[src/rtl/sgh_pkg.sv]
package sgh_pkg;
  localparam logic [7:0] OFS_STAT = 8'h1C;
  localparam logic [7:0] OFS_SRC  = 8'h20;
  localparam logic [7:0] OFS_DST  = 8'h24;
  localparam logic [7:0] OFS_LEN  = 8'h2C;
  localparam logic [7:0] OFS_CMD  = 8'h30;

  localparam int BIT_BUSY = 0;
  localparam int BIT_DONE = 9;
  localparam int BIT_ERR  = 16;
  localparam int BIT_SG   = 18;
  localparam int BIT_BE   = 3;

  localparam logic [31:0] ALG_FIELD = 32'h0000_0470;

  typedef enum logic [2:0] {
    ALG_MD5, ALG_SHA1, ALG_SHA224, ALG_SHA256, ALG_SHA512, ALG_SHA384, ALG_BAD
  } alg_e;

  typedef enum logic [3:0] {
    W_IDLE, W_LREQ, W_LWAIT, W_AREQ, W_AWAIT, W_SEG,
    W_DREQ, W_DWAIT, W_PUSH, W_SEGEND
  } wstate_e;

  function automatic alg_e alg_decode(input logic [31:0] c);
    case (c & ALG_FIELD)
      32'h0000_0000: return ALG_MD5;
      32'h0000_0020: return ALG_SHA1;
      32'h0000_0040: return ALG_SHA224;
      32'h0000_0050: return ALG_SHA256;
      32'h0000_0060: return ALG_SHA512;
      32'h0000_0460: return ALG_SHA384;
      default:       return ALG_BAD;
    endcase
  endfunction
endpackage

[src/rtl/sgh_regs.sv]
module sgh_regs
  import sgh_pkg::*;
#(
  parameter int AW = 8,
  parameter int DW = 32
) (
  input  logic          clk,
  input  logic          rst,
  input  logic          reg_wr,
  input  logic          reg_rd,
  input  logic [AW-1:0] reg_addr,
  input  logic [DW-1:0] reg_wdata,
  output logic [DW-1:0] reg_rdata,
  output logic          go,
  output logic [DW-1:0] job_src,
  output logic [DW-1:0] job_len,
  output logic [DW-1:0] job_dst,
  output logic          job_sg,
  output logic          job_be,
  output alg_e          job_alg,
  input  logic          fin,
  input  logic          fin_err,
  output logic          st_busy,
  output logic          st_done,
  output logic          st_err
);
  logic [DW-1:0] src_q, dst_q, len_q, cmd_q, sts;
  logic          cmd_hit, start_ok, bad_job;
  alg_e          new_alg;

  assign cmd_hit  = reg_wr && (reg_addr == AW'(OFS_CMD));
  assign start_ok = cmd_hit && !st_busy;
  assign new_alg  = alg_decode(reg_wdata);
  assign bad_job  = (new_alg == ALG_BAD) || (dst_q[2:0] != 3'b000) || !src_q[DW-1];

  always_comb begin
    sts = '0;
    sts[BIT_BUSY] = st_busy;
    sts[BIT_DONE] = st_done;
    sts[BIT_ERR]  = st_err;
  end

  always_ff @(posedge clk) begin
    if (rst) begin
      src_q <= '0; dst_q <= '0; len_q <= '0; cmd_q <= '0;
      job_src <= '0; job_len <= '0; job_dst <= '0;
      job_sg <= 1'b0; job_be <= 1'b0; job_alg <= ALG_MD5;
      go <= 1'b0; st_busy <= 1'b0; st_done <= 1'b0; st_err <= 1'b0;
      reg_rdata <= '0;
    end else begin
      go <= 1'b0;
      if (reg_wr) begin
        case (reg_addr)
          AW'(OFS_SRC):  src_q <= reg_wdata;
          AW'(OFS_DST):  dst_q <= reg_wdata;
          AW'(OFS_LEN):  len_q <= reg_wdata;
          AW'(OFS_STAT): if (reg_wdata[BIT_DONE]) st_done <= 1'b0;
          default: ;
        endcase
      end
      if (start_ok) begin
        cmd_q <= reg_wdata;
        if (bad_job) begin
          st_done <= 1'b1;
          st_err  <= 1'b1;
        end else begin
          st_busy <= 1'b1;
          st_err  <= 1'b0;
          go      <= 1'b1;
          job_src <= src_q;
          job_len <= len_q;
          job_dst <= dst_q;
          job_sg  <= reg_wdata[BIT_SG];
          job_be  <= reg_wdata[BIT_BE];
          job_alg <= new_alg;
        end
      end
      if (fin) begin
        st_busy <= 1'b0;
        st_done <= 1'b1;
        st_err  <= fin_err;
      end
      if (reg_rd) begin
        case (reg_addr)
          AW'(OFS_STAT): reg_rdata <= sts;
          AW'(OFS_SRC):  reg_rdata <= src_q;
          AW'(OFS_DST):  reg_rdata <= dst_q;
          AW'(OFS_LEN):  reg_rdata <= len_q;
          AW'(OFS_CMD):  reg_rdata <= cmd_q;
          default:       reg_rdata <= '0;
        endcase
      end
    end
  end
endmodule

[src/rtl/sgh_walker.sv]
module sgh_walker
  import sgh_pkg::*;
#(
  parameter int DW       = 32,
  parameter int MAX_DESC = 32
) (
  input  logic          clk,
  input  logic          rst,
  input  logic          go,
  input  logic [DW-1:0] job_src,
  input  logic [DW-1:0] job_len,
  input  logic          job_sg,
  output logic          mem_req,
  output logic [DW-1:0] mem_addr,
  input  logic          mem_rvalid,
  input  logic [DW-1:0] mem_rdata,
  output logic          hc_valid,
  output logic [DW-1:0] hc_data,
  output logic [3:0]    hc_bvalid,
  input  logic          hc_ready,
  output logic          fin,
  output logic          fin_err
);
  localparam int DIW  = $clog2(MAX_DESC + 1);
  localparam int BPW  = DW / 8;

  wstate_e        st;
  logic [DW-1:0]  ptr, seg_addr, seg_rem, sent, take;
  logic           seg_last;
  logic [DIW-1:0] didx;
  logic [3:0]     tail_mask;

  assign take = (seg_rem >= DW'(BPW)) ? DW'(BPW) : seg_rem;

  always_comb begin
    case (seg_rem[1:0])
      2'd1:    tail_mask = 4'h1;
      2'd2:    tail_mask = 4'h3;
      2'd3:    tail_mask = 4'h7;
      default: tail_mask = 4'hF;
    endcase
  end

  always_ff @(posedge clk) begin
    if (rst) begin
      st <= W_IDLE; ptr <= '0; seg_addr <= '0; seg_rem <= '0; sent <= '0;
      seg_last <= 1'b0; didx <= '0;
      mem_req <= 1'b0; mem_addr <= '0;
      hc_valid <= 1'b0; hc_data <= '0; hc_bvalid <= '0;
      fin <= 1'b0; fin_err <= 1'b0;
    end else begin
      fin     <= 1'b0;
      mem_req <= 1'b0;
      case (st)
        W_IDLE: if (go) begin
          sent <= '0;
          didx <= '0;
          if (job_sg) begin
            ptr <= job_src;
            st  <= W_LREQ;
          end else begin
            seg_addr <= job_src;
            seg_rem  <= job_len;
            seg_last <= 1'b1;
            st       <= W_SEG;
          end
        end
        W_LREQ: begin
          mem_req  <= 1'b1;
          mem_addr <= {ptr[DW-1:2], 2'b00};
          st       <= W_LWAIT;
        end
        W_LWAIT: if (mem_rvalid) begin
          seg_last <= mem_rdata[DW-1];
          seg_rem  <= {1'b0, mem_rdata[DW-2:0]};
          st       <= W_AREQ;
        end
        W_AREQ: begin
          mem_req  <= 1'b1;
          mem_addr <= {ptr[DW-1:2], 2'b00} + DW'(4);
          st       <= W_AWAIT;
        end
        W_AWAIT: if (mem_rvalid) begin
          seg_addr <= mem_rdata;
          st       <= W_SEG;
        end
        W_SEG: st <= (seg_rem == '0) ? W_SEGEND : W_DREQ;
        W_DREQ: begin
          mem_req  <= 1'b1;
          mem_addr <= {seg_addr[DW-1:2], 2'b00};
          st       <= W_DWAIT;
        end
        W_DWAIT: if (mem_rvalid) begin
          hc_valid  <= 1'b1;
          hc_data   <= mem_rdata;
          hc_bvalid <= (seg_rem >= DW'(BPW)) ? 4'hF : tail_mask;
          st        <= W_PUSH;
        end
        W_PUSH: if (hc_ready) begin
          hc_valid <= 1'b0;
          seg_rem  <= seg_rem - take;
          sent     <= sent + take;
          seg_addr <= seg_addr + DW'(BPW);
          st       <= (seg_rem <= DW'(BPW)) ? W_SEGEND : W_DREQ;
        end
        W_SEGEND: begin
          if (seg_last) begin
            fin     <= 1'b1;
            fin_err <= (sent != job_len);
            st      <= W_IDLE;
          end else if (didx == DIW'(MAX_DESC - 1)) begin
            fin     <= 1'b1;
            fin_err <= 1'b1;
            st      <= W_IDLE;
          end else begin
            didx <= didx + DIW'(1);
            ptr  <= ptr + DW'(8);
            st   <= W_LREQ;
          end
        end
        default: st <= W_IDLE;
      endcase
    end
  end
endmodule

[src/rtl/sg_hash_frontend.sv]
module sg_hash_frontend
  import sgh_pkg::*;
#(
  parameter int AW       = 8,
  parameter int DW       = 32,
  parameter int MAX_DESC = 32
) (
  input  logic          clk,
  input  logic          rst,
  input  logic          reg_wr,
  input  logic          reg_rd,
  input  logic [AW-1:0] reg_addr,
  input  logic [DW-1:0] reg_wdata,
  output logic [DW-1:0] reg_rdata,
  output logic          mem_req,
  output logic [DW-1:0] mem_addr,
  input  logic          mem_rvalid,
  input  logic [DW-1:0] mem_rdata,
  output logic          hc_valid,
  output logic [DW-1:0] hc_data,
  output logic [3:0]    hc_bvalid,
  input  logic          hc_ready,
  output logic [2:0]    hc_alg,
  output logic          hc_be,
  output logic [DW-1:0] hc_dst
);
  logic          go, fin, fin_err, job_sg;
  logic          st_busy, st_done, st_err;
  logic [DW-1:0] job_src, job_len;
  alg_e          job_alg;

  assign hc_alg = job_alg;

  sgh_regs #(.AW(AW), .DW(DW)) u_regs (
    .clk(clk), .rst(rst), .reg_wr(reg_wr), .reg_rd(reg_rd), .reg_addr(reg_addr),
    .reg_wdata(reg_wdata), .reg_rdata(reg_rdata), .go(go),
    .job_src(job_src), .job_len(job_len), .job_dst(hc_dst),
    .job_sg(job_sg), .job_be(hc_be), .job_alg(job_alg),
    .fin(fin), .fin_err(fin_err),
    .st_busy(st_busy), .st_done(st_done), .st_err(st_err)
  );

  sgh_walker #(.DW(DW), .MAX_DESC(MAX_DESC)) u_walk (
    .clk(clk), .rst(rst), .go(go), .job_src(job_src), .job_len(job_len),
    .job_sg(job_sg), .mem_req(mem_req), .mem_addr(mem_addr),
    .mem_rvalid(mem_rvalid), .mem_rdata(mem_rdata),
    .hc_valid(hc_valid), .hc_data(hc_data), .hc_bvalid(hc_bvalid),
    .hc_ready(hc_ready), .fin(fin), .fin_err(fin_err)
  );
endmodule

[config.mk]
export PLATFORM = sky130hd
export DESIGN_NAME = sg_hash_frontend
export DESIGN_NICKNAME = d
export VERILOG_FILES = /design/src/rtl/sgh_pkg.sv /design/src/rtl/sgh_regs.sv /design/src/rtl/sgh_walker.sv /design/src/rtl/sg_hash_frontend.sv
export SDC_FILE = /design/constraint.sdc
export NUM_CORES = 1
export LEC_CHECK = 0
export BUFFER_PORTS_ARGS = -buffer_cell sky130_fd_sc_hd__buf_4
export CORE_MARGIN = 2
export CORE_UTILIZATION = 40
export CTS_CLUSTER_DIAMETER = 50
export DETAILED_ROUTE_END_ITERATION = 8
export GPL_TIMING_DRIVEN = 0
export PLACE_DENSITY = 0.56
export SLEW_MARGIN = 10
export SYNTH_ARGS = -nofsm -noshare
export SYNTH_HDL_FRONTEND = slang
export SYNTH_HIERARCHICAL = 1
export SYNTH_SLANG_ARGS = --single-unit
[constraint.sdc]
create_clock -name clk -period 9.72 [get_ports clk]
set_clock_uncertainty 0.05 [all_clocks]
set_input_delay 1.944 -clock clk [delete_from_list [all_inputs] [get_ports clk]]
set_output_delay 1.944 -clock clk [all_outputs]
set_load 0.1 [all_outputs]
### After elaboration in Yosys (flattened, before gate mapping)

Cells that the tools add are included.

| word-level totals | value |
|---|---|
| register bits after elaboration | 476 |
| output and inout port bits | 138 |
| input port bits | 78 |
| word-level logic and storage cells | 172 |

| operators by class | value |
|---|---|
| add/sub/neg operators | 6 |
| reductions and logical operators | 37 |
| magnitude comparators | 2 |
| bitwise logic cells | 3 |
| multiplexer cells | 61 |
| equality and inequality tests | 34 |

Operators with widths:

| kind | number |
|---|---|
| $mux 32 | 15 |
| $pmux 32 s3 | 3 |
| $pmux 32 s5 | 1 |
| $pmux 32 s2 | 2 |
| $add 32x3->32 const B | 2 |
| $logic_not 32->1 | 2 |
| $pmux 4 s10 | 1 |
| $mux 4 | 9 |
| $add 32x32->32 | 1 |
| $add 32x4->32 const B | 1 |
| $eq 8x6->1 const B | 4 |
| $ge 32x3->1 const B | 1 |
| $le 32x3->1 const B | 1 |
| $ne 32x32->1 | 1 |
| $sub 32x32->32 | 1 |
| $eq 4x3->1 const B | 7 |
| $mux 1 | 21 |
| $reduce_and 5->1 | 4 |
| $mux 6 | 3 |
| $ne 2x2->1 const B | 9 |
| $pmux 3 s6 | 1 |
| $eq 4x2->1 const B | 3 |
| $eq 4x4->1 const B | 3 |
| $pmux 4 s3 | 1 |
| 22 further kinds | 46 |

### Logic depth before layout (Yosys ltp)

| logic depth | value |
|---|---|
| depth after elaboration | 8 |
| gate-level depth with buffers | 18 |
| gate-level depth less buffers | 17 |

### Modules after synthesis

Netlist, hierarchy kept.

By module, submodules not included:

| module | cells each | times used | seq. area each (um^2) | area an instance (um^2) |
|---|---|---|---|---|
| sgh_walker | 1745 | 1 | 4103.9 | 12818.5 |
| sgh_regs | 1288 | 1 | 5305.1 | 11468.5 |

### Least setup slack after synthesis

No wires, ideal clock.

| path | value |
|---|---|
| path kind | register to register |
| from | register u_walk.seg_rem[9] |
| to | register u_walk.sent[27] |
| setup time | 117 ps |
| path buffers | 1 |
| arrival | 4036 ps |
| period minus slack after synthesis | 4203 ps |
| cell stages (with the launch flop) | 18 |
| data required time | 9553 ps |
| setup slack | 5517 ps |
| cell sequence | dfxtp_1 or3_1 clkbuf_1 nor4_2 and2_1 nand3_1 nor2_1 inv_1 nor2_1 ha_1 a211oi_1 nor2_1 a221oi_1 nor3_1 o2111ai_2 a21oi_1 or3_1 a32o_1 |

| between the ends | value |
|---|---|
| longest elaborated chain between the ends | 5 |

Ends and longest elaborated chain:

| item | line | RTL |
|---|---|---|
| start, declared | sgh_walker.sv:28 | `logic [DW-1:0] ptr, seg_addr, seg_rem, sent, take;` |
| start signal, assigned | sgh_walker.sv:63 | `seg_rem <= job_len;` |
| start signal, assigned | sgh_walker.sv:75 | `seg_rem <= {1'b0, mem_rdata[DW-2:0]};` |
| start signal, assigned | sgh_walker.sv:101 | `seg_rem <= seg_rem - take;` |
| $ge 32x3->1 | sgh_walker.sv:33 | `assign take = (seg_rem >= DW'(BPW)) ? DW'(BPW) : seg_rem;` |
| $mux 32 (*) | sgh_walker.sv:33 |  |
| $add 32x32->32 (*) | sgh_walker.sv:102 | `sent <= sent + take;` |
| $mux 32 (*) | sgh_walker.sv:99 | `W_PUSH: if (hc_ready) begin` |
| $pmux 32 s2 (*) | sgh_walker.sv:54 | `case (st)` |
| end signal, assigned | sgh_walker.sv:102 |  |
| end, declared | sgh_walker.sv:28 |  |

Every way passes the cells marked *; elsewhere a longest branch is shown, timed or not. The select of a mux whose other input is x is not followed.
A chain may end at the register's enable or synchronous reset.

### Worst setup path in the final report

| path | value |
|---|---|
| from | register u_walk.seg_rem[9] |
| to | register u_walk.sent[29] |

Same word-level chain as after synthesis.

==> run_results.csv <==
group,metric,value,unit
run_status,status,"completed",
critical_path,r2r-end,"u_walk/sent[29]$_SDFFE_PP0P_",
worst_hold_path,whs_path_depth,2,
grt,grt_pass1_vias,23804,
run,max-cap-violations,0,
grt,grt_pass1_wl,159000,um
clocking,clock_latency,0.62,ns
critical_path,path_cells,"or3_1 -> clkbuf_1 -> nor4_2 -> and2_1 -> nand3_1 -> nor2_1 -> inv_1 -> nor2_1 -> ha_1 -> a211oi_1 -> nor2_1 -> a221oi_1 -> nor3_1 -> o2111ai_2 -> a21boi_0 -> or3_1 -> a32o_1",
drt,avgViaCountPerCell,6.11,
final_layout,area_growth,20.6,%
drt,drtIter0Drc,2862,
grt,grt_overflow_total,0,
critical_path,startpoint_type,"register",
critical_path,cp_slowest_stage_delay,0.66,ns
clocking,cts_setup_buffers,0,
critical_path,cp_common_cell,"nor2_1",
final_layout,drive_gt1_share,15.1,%
final_layout,nets,3450,
power,powerDensity,203,mW/mm^2
floorplanning,chipHeight,250,um
critical_path,ff2ff_path_depth,17,
critical_path,reg2reg_slack,4.40,ns
floorplanning,initial_utilization,40.2,%
drt,avgRoutedWirePerCell,26.2,um
synth,avgSynthCellArea,8.00,um^2
power,p_int,0.00383,W
power,p_leak,10.3,nW
power,switchingPower,0.00208,W
place,dp_hpwl,83900,um
critical_path,critPathKind,"reg2reg",
power,vdd_drop_max,124,uV
clocking,clkTransAtPathRegs,0.05,ns
timing,finalHoldViolCount,0,
place,place.gp.congestion,1.02,
critical_path,path_buf_inv,2,
place,portBuffers,206,
synth,syn_inst,3025,
worst_hold_path,hp-class,"reg2reg",
floorplanning,dieArea,0.0625,mm^2
critical_path,arrival,5.77,ns
drt,drc,0,
timing,setup_viol,0,
timing,max_freq,188,MHz
timing,max_slew_margin,21.5,%
power,p_total,0.00591,W
clocking,cts_max_path_buffers,3,
grt,antenna_found_initial,1,
grt,grt_max_degree,13,
critical_path,worstPathRequired,10.17,ns
timing,slew_viol_final,0,
synth,syn_area,0.0242,mm^2
timing,worst_slew_pin_slew,1.18,ns
power,p_sw_share,35.1,%
clocking,htreeDepth,3,
floorplanning,num_rows,90,
drt,via_count,25469,
drt,ant_nets,0,
power,clkPwrFrac,43.2,%
power,p_comb_share,22.3,%
clocking,root_buffer,"clkbuf_16",
timing,rsz0062_at_grt,"no",
synth,yosysWarnings,6,
worst_hold_path,hp-start,"u_regs/cmd_q[27]$_SDFFE_PP0P_",
critical_path,slowest_stage,"a221oi_1",
final_layout,fin_util,48.5,%
timing,finalCriticalPeriod,5.32,ns
critical_path,r2r-start,"u_walk/seg_rem[9]$_SDFFE_PP0P_",
clocking,cts_sinks,468,
worst_hold_path,min_to,"u_regs/cmd_q[27]$_SDFFE_PP0P_",
clocking,cts_resized,0,
drt,routed_wl,109000,um
floorplanning,fp.dieW,250,um
critical_path,worstPathMaxFanout,7,
clocking,cts_tree,"built",
grt,grt.total_usage,33.9,%
floorplanning,num_io_pins,216,
clocking,hold_buffers,0,
drt,drt-pass1-iter-count,8,
power,sequentialPowerShare,34.5,%
critical_path,critPathTopFamily,"simple AND/OR/NAND/NOR gates",
critical_path,endpoint_kind,"register",
timing,fin_crit_sh,54.7,%
timing,setup_tns,0,ns
clocking,cts_buffers,69,
floorplanning,core_area,0.0601,mm^2
-- worst reg2reg max path: stages, from the launching register on --
cell and delay, ns:
dfxtp_1 0.35, or3_1 0.38, clkbuf_1 0.20, nor4_2 0.44
and2_1 0.29, nand3_1 0.16, nor2_1 0.33, inv_1 0.18
nor2_1 0.21, ha_1 0.29, a211oi_1 0.20, nor2_1 0.12
a221oi_1 0.66, nor3_1 0.25, o2111ai_2 0.35, a21boi_0 0.18
or3_1 0.34, a32o_1 0.25
-- metal layers --
layer / GRT usage, % / routed length [um]
met5: 0 / 13
met2: 53.6 / 48600
met3: 7.07 / 9030
met4: 17.4 / 6420
met1: 43.8 / 45400
-- registers in the layout (all words and copies together), names as in the netlist, 6 cells and up --
signal / count
u_regs/cmd_q: 32
u_regs/dst_q: 32
u_regs/job_dst: 32
u_regs/job_len: 32
u_regs/len_q: 32
u_regs/reg_rdata: 32
u_regs/src_q: 32
u_walk/hc_data: 32
u_walk/seg_rem: 32
u_walk/sent: 32
u_regs/job_src: 30
u_walk/mem_addr: 30
u_walk/ptr: 30
u_walk/seg_addr: 30
u_walk/didx: 6
-- per-stage QoR --
step	setup WS, ns	cells	hold WS, ns	instance area (um^2)
after floorplan	5.52	3055	0.382	24300
after global placement	4.60	4043	0.392	26800
after detailed placement	4.52	4043	0.397	26800
after CTS	4.50	4169	0.405	29200
after global routing	4.05	4169	0.423	29200
final	4.40	4171	0.404	29200
-- how the worst max path moves through the flow --
stage	endpoint	depth (start not counted)	slack, ns	startpoint
2_1_floorplan	u_walk/sent[27]$_SDFFE_PP0P_	17	5.52	u_walk/seg_rem[9]$_SDFFE_PP0P_
3_3_place_gp	u_walk/sent[27]$_SDFFE_PP0P_	17	4.60	u_walk/seg_rem[9]$_SDFFE_PP0P_
3_5_place_dp	u_walk/sent[29]$_SDFFE_PP0P_	17	4.52	u_walk/seg_rem[9]$_SDFFE_PP0P_
4_1_cts	u_walk/sent[29]$_SDFFE_PP0P_	17	4.50	u_walk/seg_rem[9]$_SDFFE_PP0P_
5_1_grt	u_walk/sent[29]$_SDFFE_PP0P_	17	4.05	u_walk/seg_rem[9]$_SDFFE_PP0P_
6_report	u_walk/sent[29]$_SDFFE_PP0P_	17	4.40	u_walk/seg_rem[9]$_SDFFE_PP0P_
-- power by group through the flow --
stage	Combinational [W]	Clock, W	Sequential [W]
after CTS	0.00128	0.00259	0.00204
after global placement	0.00127	0	0.00208
after global routing	0.00137	0.00267	0.00205
final	0.00132	0.00256	0.00204
after detailed placement	0.00128	0	0.00208
after floorplan	0.000557	0	0.00238
-- layout by cell type (no fill, tap or decap), types with 9 or more instances in the layout --
cell / count
nand2_1: 469
dfxtp_1: 468
a21oi_1: 399
nor2_1: 241
clkbuf_1: 228
buf_4: 209
o21ai_0: 130
nand4_1: 111
o31ai_2: 87
a22oi_1: 82
clkbuf_16: 69
nor3_1: 59
xor2_1: 46
nand3_1: 45
a211oi_1: 42
ha_1: 39
buf_2: 38
a22o_1: 37
inv_1: 31
mux2_2: 31
conb_1: 31
o2bb2ai_1: 29
and3_1: 27
nor4_1: 27
a222oi_1: 24
a21o_1: 24
nand2b_1: 19
a221oi_1: 19
or3_1: 18
a31oi_1: 18
xnor2_1: 18
o31ai_1: 18
o21a_1: 15
a311oi_1: 14
and2_1: 14
o22ai_1: 14
nor3b_1: 11
buf_6: 11
nand3b_1: 9
-- area by class of cell --
| cell class | instances | area (um^2) |
|---|---|---|
| multi-input cells | 2280 | 13700 |
| flip-flops and latches | 468 | 9370 |
| diodes | 2 | 5.00 |
| clock inverters | 38 | 464 |
| repair buffers | 206 | 1550 |
| well taps | 782 | 978 |
| fillers | 5961 | 31000 |
| clock buffers | 88 | 1870 |
| inverters | 31 | 116 |
| plain buffers | 276 | 1180 |
Power figures use the tool's default switching activity.
